## config.mk

```make
export PLATFORM = sky130hd
export DESIGN_NAME = sop_logic_array
export DESIGN_NICKNAME = d
export VERILOG_FILES = /design/src/rtl/sop_logic_array.sv
export SDC_FILE = /design/constraint.sdc
export NUM_CORES = 1
export LEC_CHECK = 0
export CAP_MARGIN = 20
export CORE_AREA = 2 2 268 270
export CTS_CLUSTER_DIAMETER = 150
export DETAILED_ROUTE_END_ITERATION = 16
export DIE_AREA = 0 0 270 272
export HOLD_SLACK_MARGIN = 0.15
export PLACE_DENSITY_LB_ADDON = 0.05
export SYNTH_ARGS = -nofsm -noshare
export SYNTH_HDL_FRONTEND = slang
export SYNTH_SLANG_ARGS = --single-unit
```

## constraint.sdc

```tcl
create_clock -name clk -period 5.45 [get_ports clk]
set_input_delay 1.09 -clock clk [delete_from_list [all_inputs] [get_ports clk]]
set_output_delay 1.09 -clock clk [all_outputs]
set_load 0.01 [all_outputs]
```

## src/rtl/sop_logic_array.sv

```systemverilog
module sop_logic_array #(
  parameter int N_IN       = 6,
  parameter int N_OUT      = 5,
  parameter int TERMS_MIN  = 8,
  parameter int TERMS_MAX  = 16,
  parameter int TERMS_STEP = 2
) (
  input  logic             clk,
  input  logic             rst,
  input  logic             cfg_en,
  input  logic             cfg_in,
  input  logic [N_IN-1:0]  din,
  output logic [N_OUT-1:0] dout
);

  function automatic int terms_of(input int k);
    int t;
    t = TERMS_MIN + k * TERMS_STEP;
    return (t > TERMS_MAX) ? TERMS_MAX : t;
  endfunction

  function automatic int base_of(input int k);
    int s;
    s = 0;
    for (int j = 0; j < k; j++) s += terms_of(j);
    return s;
  endfunction

  localparam int TERM_BITS   = 2 * N_IN;
  localparam int TOTAL_TERMS = base_of(N_OUT);
  localparam int PLANE_BITS  = TOTAL_TERMS * TERM_BITS;
  localparam int CFG_W       = PLANE_BITS + 2 * N_OUT;

  logic [CFG_W-1:0]       cfg;
  logic [TERM_BITS-1:0]   lits;
  logic [TOTAL_TERMS-1:0] term;
  logic [N_OUT-1:0]       sum, q, reg_sel, inv;

  for (genvar i = 0; i < N_IN; i++) begin : g_lit
    assign lits[2*i]   = din[i];
    assign lits[2*i+1] = ~din[i];
  end

  for (genvar t = 0; t < TOTAL_TERMS; t++) begin : g_term
    assign term[t] = &(~cfg[t*TERM_BITS +: TERM_BITS] | lits);
  end

  for (genvar k = 0; k < N_OUT; k++) begin : g_out
    assign sum[k]     = |term[base_of(k) +: terms_of(k)];
    assign reg_sel[k] = cfg[PLANE_BITS + 2*k];
    assign inv[k]     = cfg[PLANE_BITS + 2*k + 1];

    // registered path shows the OR result one edge late
    assert_reg_delay_R5: assert property (@(posedge clk) disable iff (rst)
      (!cfg_en && reg_sel[k]) |=> (cfg_en || (dout[k] == ($past(sum[k]) ^ inv[k]))));
  end

  always_ff @(posedge clk) begin
    if (cfg_en) cfg <= {cfg_in, cfg[CFG_W-1:1]};
  end

  always_ff @(posedge clk) begin
    if (rst || cfg_en) q <= '0;
    else               q <= sum;
  end

  assign dout = cfg_en ? '0 : (((reg_sel & q) | (~reg_sel & sum)) ^ inv);

  assert_shift_R6: assert property (@(posedge clk) disable iff (rst)
    cfg_en |=> (cfg[CFG_W-1] == $past(cfg_in)) && (cfg[CFG_W-2:0] == $past(cfg[CFG_W-1:1])));

  assert_cfg_hold_R7: assert property (@(posedge clk) disable iff (rst)
    !cfg_en |=> $stable(cfg));

  assert_load_clear_R8: assert property (@(posedge clk) disable iff (rst)
    cfg_en |=> (q == '0));

  assert_reset_clear_R9: assert property (@(posedge clk)
    rst |=> (q == '0));

endmodule

```

# == Word-level counts from Yosys, hierarchy flattened ==
# Index checks and enable logic that the tools add are counted.
# word_totals
reg_bits,735
word_cells,200
# classes
n_mux,1
bitwise_logic,131
n_reduce_logical,66
# op_table
cell,n
$not A12 Y12,60
$or A12 B12 Y12,60
$reduce_and A12 Y1,60
$reduce_or A16 Y1,1
$reduce_or A14 Y1,1
$reduce_or A12 Y1,1
$and A5 B5 Y5,2
$reduce_or A10 Y1,1
$reduce_or A8 Y1,1
$not A1 Y1,6
$mux W5,1
$not A5 Y5,1
$or A5 B5 Y5,1
$xor A5 B5 Y5,1
$logic_or A1 B1 Y1,1

# == Depth between registers and ports, before layout ==
# Gate-level depths: netlist (run 1).
# logic_depth
depth_word,8
ltp_mapped,10

# == Least setup slack after synthesis (run 1) ==
# No wires, ideal clock.
# synth_path
path_kind,input to output
start,input din[1]
end,output dout[2]
arrival_time_ns,2.596
t_required_ns,4.360
path_slack_ns,1.764
cell_stages,8
cell_sequence,buf_6 -> mux2i_1 -> nand2_1 -> a2111oi_0 -> a31oi_1 -> and4_4 -> a211o_1 -> a21oi_1
# synth_between
elab_chain_len,8
# synth_lines
element,line_no,text
from (decl),12,"input logic [N_IN-1:0] din,"
$not A1 Y1,41,assign lits[2*i+1] = ~din[i];
$or A12 B12 Y12,45,assign term[t] = &(~cfg[t*TERM_BITS +: TERM_BITS] | lits);
$reduce_and A12 Y1,45,
$reduce_or A12 Y1 (*),49,assign sum[k] = |term[base_of(k) +: terms_of(k)];
$and A5 B5 Y5 (*),67,assign dout = cfg_en ? '0 : (((reg_sel & q) | (~reg_sel & sum)) ^ inv);
$or A5 B5 Y5 (*),67,
$xor A5 B5 Y5 (*),67,
$mux W5 (*),67,
to (decl),13,output logic [N_OUT-1:0] dout
# Mark *: on every way between the ends. The rest lies on a longest branch, timed or not.

# == Final worst setup path (run 1) ==
# layout_path
start,input din[3]
end,output dout[2]
# Same word-level chain as after synthesis.

==> impl_metrics.env, run 1 <==
export IMPL_ctsHoldBuffers=0
export IMPL_run_status="completed"
export IMPL_vias_per_cell=4.89
export IMPL_yosysWarnings=0
export IMPL_synth_main_ff_cell="edfxtp_1"
export IMPL_hold_path_class="reg2reg"
export IMPL_max_vdd_ir_drop_mv=0.223
export IMPL_synthAdderAreaFrac=0
export IMPL_ff2ff_path_depth=6
export IMPL_netlist_area_mm2=0.0273
export IMPL_place_congestion=0.707
export IMPL_power_frac_comb=0.042
export IMPL_worst_path_max_fanout=23
export IMPL_final_common_cell="edfxtp_1"
export IMPL_cp_arrival_ps=4140
export IMPL_worst_slew_pin_slew_ps=1260
export IMPL_first_pass_iters=4
export IMPL_fin_crit_sh=0.959
export IMPL_clk_path_buf_depth=3
export IMPL_yosysTopAreaCell="edfxtp_1"
export IMPL_die_y_um=272
export IMPL_port_buffer_count=14
export IMPL_max_freq_mhz=191
export IMPL_cts_tree="built"
export IMPL_dpl_cell_area_mm2=0.0288
export IMPL_detail_route_antenna_nets=0
export IMPL_p_int_mw=9.91
export IMPL_rr_startpoint="cfg[83]"
export IMPL_fin_setup_tns_ps=0
export IMPL_root_buffer="clkbuf_16"
export IMPL_clkPwrFrac=0.424
export IMPL_finalHoldViolCount=0
export IMPL_power_density_mw_per_mm2=402
export IMPL_grtUsageTotal=0.142
export IMPL_dp_slack_ps=10.4
export IMPL_drv_cap=0
export IMPL_wl_per_cell_um=20.4
export IMPL_critPathRequiredTime_ps=4360
export IMPL_die_w_um=270
export IMPL_synth_xor_area_frac=0
export IMPL_holdPathEnd="cfg[339]"
export IMPL_coreArea_mm2=0.0708
export IMPL_clk_pin_slew_ps=60
export IMPL_swShare=0.215
export IMPL_worst_setup_path_start_kind="input pin"
export IMPL_dp_hpwl_mm=28.2
export IMPL_cp_end_kind="output port"
export IMPL_syn_inst=1414
export IMPL_cts_buffers=81
export IMPL_final_cell_area_mm2=0.0314
export IMPL_r2r_setup_slack_ps=3660
export IMPL_r2r_end="q[0]"
export IMPL_grt_pass1_wl_mm=80.1
export IMPL_drt_initial_drc_count=1077
export IMPL_ios=15
export IMPL_netlist_area_leader_share=0.802
export IMPL_route_detailed_drc=0
export IMPL_drt_wl_total_mm=51.5
export IMPL_final_util=0.444
export IMPL_path_class="in2out"
export IMPL_slowest_delay_ps=520
export IMPL_syn_to_final_growth_pct=14.8
export IMPL_final_layout_size_suffix_gt1_frac=0.114
export IMPL_grt_max_degree=197
export IMPL_synth_edff_count=730
export IMPL_start_util=0.387
export IMPL_grt_pass1_vias=12900
export IMPL_path_buf_inv=4
export IMPL_p_leak_nw=11.3
export IMPL_cts_sinks=735
export IMPL_crit_family="buffers and inverters"
export IMPL_synth_compound_gate_area_share=0.00924
export IMPL_syn_avg_cell_area_um2=19.3
export IMPL_min_from="cfg[340]"
export IMPL_antenna_found_initial=0
export IMPL_cpMostUsedCell="buf_4"
export IMPL_ys_ff_latch=735
export IMPL_p_switching_mw=2.71
export IMPL_vias=12400
export IMPL_n_antenna_cell=0
export IMPL_num_rows=98
export IMPL_insertion_delay_ps=620
export IMPL_grt_overflow=0
export IMPL_htreeDepth=3
export IMPL_clock_skew_final_ps=29.5
export IMPL_fin_ws_ps=221
export IMPL_rsz0062_at_grt="false"
export IMPL_hold_depth=0
export IMPL_power_mw=12.6
export IMPL_yosys_cell_types_count=34
export IMPL_final_cell_mix="edfxtp_1, mux2i_1, nand2_1"
export IMPL_pwr_share_seq=0.534
export IMPL_synth_area_leaders="edfxtp_1, mux2i_1, nand2_1"
export IMPL_die_area_mm2=0.0734
export IMPL_crit_path_cell_trace="buf_4 -> buf_12 -> mux2i_1 -> nand2_1 -> nor3_1 -> nor4_1 -> and4_4 -> a211o_1 -> a21oi_1 -> buf_4 -> clkdlybuf4s50_1"
export IMPL_synth_mux_area_fraction=0.129
export IMPL_drv_slew=0
export IMPL_yosysSeqAreaShare=0.805
export IMPL_synth_top_family_by_area="multiplexers"
export IMPL_maxSlewHeadroom=0.163
export IMPL_fin_crit_ps=5230
export IMPL_setup_viol=0
export IMPL_synthesis_nets=1424
export IMPL_layout_nets=1523
export IMPL_cpMaxStageDelayCell="clkdlybuf4s50_1"
export IMPL_synth_simple_area_share=0.0405
export IMPL_ys_async_sr_fraction=0
## cells by family (layout without fill, tap and decap cells)
family / after synthesis / after routing
buf+inv: 45 / 208
mux: 351 / 351
compound gates: 33 / 33
flops: 735 / 735
simple gates: 250 / 250
## registers in the layout, indices dropped and copies added, names as in the netlist
| register | count |
|---|---|
| cfg | 730 |
| q | 5 |
## repair_timing
item,4_1_cts,5_1_grt
endpoints found under the setup margin,0,1
setup buffers,0,0
gates resized for setup,0,2
hold endpoints to repair,0,0
## synthesized netlist by cell type (2+ instances only)
| library cell | instances |
|---|---|
| edfxtp_1 | 730 |
| mux2i_1 | 336 |
| nand2_1 | 158 |
| nor3_1 | 51 |
| buf_6 | 23 |
| buf_4 | 15 |
| nor2b_1 | 15 |
| a31oi_1 | 12 |
| mux2_2 | 12 |
| nor4_1 | 9 |
| a2111oi_0 | 7 |
| dfxtp_1 | 5 |
| nor2_1 | 5 |
| a2111oi_1 | 3 |
| buf_8 | 3 |
| mux2_1 | 3 |
| o211ai_1 | 3 |
| a211o_1 | 2 |
| a211oi_1 | 2 |
| a21oi_1 | 2 |
| inv_1 | 2 |
| nand3_1 | 2 |
| nand4_1 | 2 |
| nor3b_1 | 2 |
## power groups by stage
stage / sequential, mW / clock (mW) / combinational (mW)
floorplan: 6.79 / 0 / 0.305
global placement: 6.86 / 0 / 0.552
detailed placement: 6.86 / 0 / 0.553
CTS: 6.75 / 5.53 / 0.552
global route: 6.79 / 5.73 / 0.590
finish: 6.74 / 5.35 / 0.534
## worst max-delay path by stage
| stage | from | endpoint | slack [ps] | cells past startpoint |
|---|---|---|---|---|
| 2_1_floorplan | din[1] | dout[2] | 1760 | 8 |
| 3_3_place_gp | din[5] | dout[2] | -10 | 10 |
| 3_5_place_dp | din[5] | dout[2] | 10 | 10 |
| 4_1_cts | din[5] | dout[2] | 10 | 10 |
| 5_1_grt | din[3] | dout[2] | 50 | 11 |
| 6_report | din[3] | dout[2] | 220 | 11 |
## metrics by stage
step	hold slack (ps)	std cells
global placement	421	2380
floorplan	418	1414
global route	446	2527
CTS	434	2527
detailed placement	426	2380
finish	436	2527
## routing by layer
metal  global-route usage  part of all wire
met2                0.203              0.43
met5                    0                 0
met4               0.0475             0.026
met1                0.216              0.51
met3               0.0272             0.030
## layout make-up
| class | instances | area [µm²] |
|---|---|---|
| clock buffer | 100 | 2130 |
| clock inverter | 47 | 443 |
| fill | 6173 | 39400 |
| inverter | 2 | 7.51 |
| multi-input combinational | 634 | 4890 |
| sequential | 735 | 22000 |
| tap | 950 | 1190 |
| timing repair buffer | 59 | 701 |
No activity file was read; power rests on OpenSTA's default activity.
==> inputs of run 2 (changes only) <==
--- a/config.mk
+++ b/config.mk
@@ -10,6 +10,7 @@
 export CTS_CLUSTER_DIAMETER = 150
 export DETAILED_ROUTE_END_ITERATION = 16
 export DIE_AREA = 0 0 270 272
+export DONT_BUFFER_PORTS = 1
 export HOLD_SLACK_MARGIN = 0.15
 export PLACE_DENSITY_LB_ADDON = 0.05
 export SYNTH_ARGS = -nofsm -noshare
==> run 2 against run 1 <==
The run now ends with slew limit left. Worst setup slack worse by 210 ps. Final cell count decreased by 2.6%. Global-route usage shrank 0.94 points. Total power shrank 4.2%. Sequential share of layout area rose by 2.0 points. First-iteration DRC count shrank 8.1%. Critical path depth shrank 8. Combinational power is 51% lower. Die area is the same. Utilization shrank 1.2 points. Sequential cell count unchanged. Critical endpoint is now dout[1]. Largest cell class unchanged. Highest routed layer unchanged.
==> impl_metrics.env, run 2 (synthesized netlist as in run 1, its figures left out) <==
export IMPL_rr_startpoint="cfg[83]"
export IMPL_cp_arrival_ps=4350
export IMPL_critPathRequiredTime_ps=4360
export IMPL_cts_buffers=79
export IMPL_grt_pass1_wl_mm=75.7
export IMPL_p_leak_nw=10.9
export IMPL_grt_max_degree=746
export IMPL_cp_startpoint="cfg_en"
export IMPL_max_freq_mhz=184
export IMPL_coreArea_mm2=0.0708
export IMPL_dp_slack_ps=1370
export IMPL_rsz0062_at_grt="false"
export IMPL_reg_top3="cfg: 730 flops, q: 5 flops"
export IMPL_path_buf_inv=0
export IMPL_cts_tree="built"
export IMPL_drt_wl_total_mm=48.5
export IMPL_root_buffer="clkbuf_16"
export IMPL_multi_input_area_mm2=0.00489
export IMPL_regArea_mm2=0.0220
export IMPL_slowest_delay_ps=1310
export IMPL_power_density_mw_per_mm2=396
export IMPL_ctsHoldBuffers=0
export IMPL_clock_skew_final_ps=14.0
export IMPL_n_antenna_cell=0
export IMPL_power_mw=12.1
export IMPL_start_util=0.387
export IMPL_vias=12000
export IMPL_final_cell_mix="edfxtp_1, mux2i_1, nand2_1"
export IMPL_cp_end_kind="output port"
export IMPL_fillers=6277
export IMPL_finalHoldViolCount=0
export IMPL_max_vdd_ir_drop_mv=0.235
export IMPL_cts_sinks=735
export IMPL_vias_per_cell=4.87
export IMPL_grt_overflow=0
export IMPL_die_area_mm2=0.0734
export IMPL_antenna_found_initial=0
export IMPL_fin_setup_tns_ps=0
export IMPL_clk_path_buf_depth=3
export IMPL_final_common_cell="edfxtp_1"
export IMPL_run_status="finished with violations"
export IMPL_final_layout_size_suffix_gt1_frac=0.0794
export IMPL_drv_cap=0
export IMPL_drt_initial_drc_count=990
export IMPL_insertion_delay_ps=610
export IMPL_route_detailed_drc=0
export IMPL_cts_repair_resized=0
export IMPL_crit_path_cell_trace="or3b_2 -> or4_1 -> o211ai_1"
export IMPL_worst_slew_pin_slew_ps=3560
export IMPL_regMostFlops="cfg"
export IMPL_num_rows=98
export IMPL_ios=15
export IMPL_worst_setup_path_start_kind="input pin"
export IMPL_fin_crit_sh=0.997
export IMPL_syn_to_final_growth_pct=11.6
export IMPL_detail_route_antenna_nets=0
export IMPL_hold_path_class="reg2reg"
export IMPL_wl_per_cell_um=19.7
export IMPL_largest_reg_flops=730
export IMPL_post_cts_buffers=0
export IMPL_path_class="in2out"
export IMPL_first_pass_iters=4
export IMPL_grt_pass1_vias=12600
export IMPL_place_congestion=0.661
export IMPL_fin_crit_ps=5440
export IMPL_layout_nets=1462
export IMPL_fin_ws_ps=13.8
export IMPL_dp_hpwl_mm=21.9
export IMPL_cpMaxStageDelayCell="or3b_2"
export IMPL_worst_path_max_fanout=745
export IMPL_clk_pin_slew_ps=60
export IMPL_die_w_um=270
export IMPL_grtUsageTotal=0.132
export IMPL_setup_viol=0
export IMPL_maxSlewHeadroom=-1.37
export IMPL_violations="slew limit"
export IMPL_port_buffer_count=0
export IMPL_htreeDepth=3
export IMPL_drv_slew=648
export IMPL_crit_family="simple AND/OR/NAND/NOR gates"
export IMPL_hold_slack_ps=437
export IMPL_die_y_um=272
export IMPL_min_from="cfg[226]"
==> run 2: changes by cell type in the layout (fill, tap and decap cells not counted), sizes merged <==
cell	previous run	this run
clkinv	31	33
buf	52	0
clkinvlp	4	0
clkdlybuf4s50	7	0
clkbuf	100	102
bufinv	7	3
inv	7	5
==> run 2: power by group <==
part | switching (mW) | total (mW) | internal [mW]
Clock | 2.16 | 5.08 | 2.92
Sequential | 0.152 | 6.76 | 6.61
Combinational | 0.103 | 0.259 | 0.157
==> run 2: layer usage <==
metal / up-vias / GRT usage / share of wire
met4: 0 / 0.0437 / 0.026
met5: - / 0 / 0
met1: 6139 / 0.199 / 0.52
met2: 119 / 0.189 / 0.42
li1: 5638 / - / -
met3: 93 / 0.0299 / 0.032
==> run 2: final timing paths <==
| path | depth (start not counted) | slack [ps] | to |
|---|---|---|---|
| hold reg to reg | 0 | 440 | cfg[225] |
| hold / removal | 0 | 440 | cfg[225] |
| setup / recovery | 3 | 10 | dout[1] |
| setup reg to reg | 6 | 3570 | q[0] |
==> run 2: area by class of cell <==
| class | count | area share |
|---|---|---|
| Sequential cell | 735 | 0.721 |
| Multi-Input combinational cell | 634 | 0.160 |
| Tap cell | 950 | 0.0389 |
| Inverter | 2 | 0.000246 |
| Clock buffer | 102 | 0.0704 |
| Clock inverter | 39 | 0.00865 |
==> run 2: stage by stage <==
stage          instance area, µm²  cells   util
6_report                    30500   2462  0.431
5_1_grt                     30500   2462  0.431
4_1_cts                     30500   2462  0.431
3_5_place_dp                28100   2321  0.397
3_3_place_gp                28100   2321  0.397
2_1_floorplan               27300   1414      -
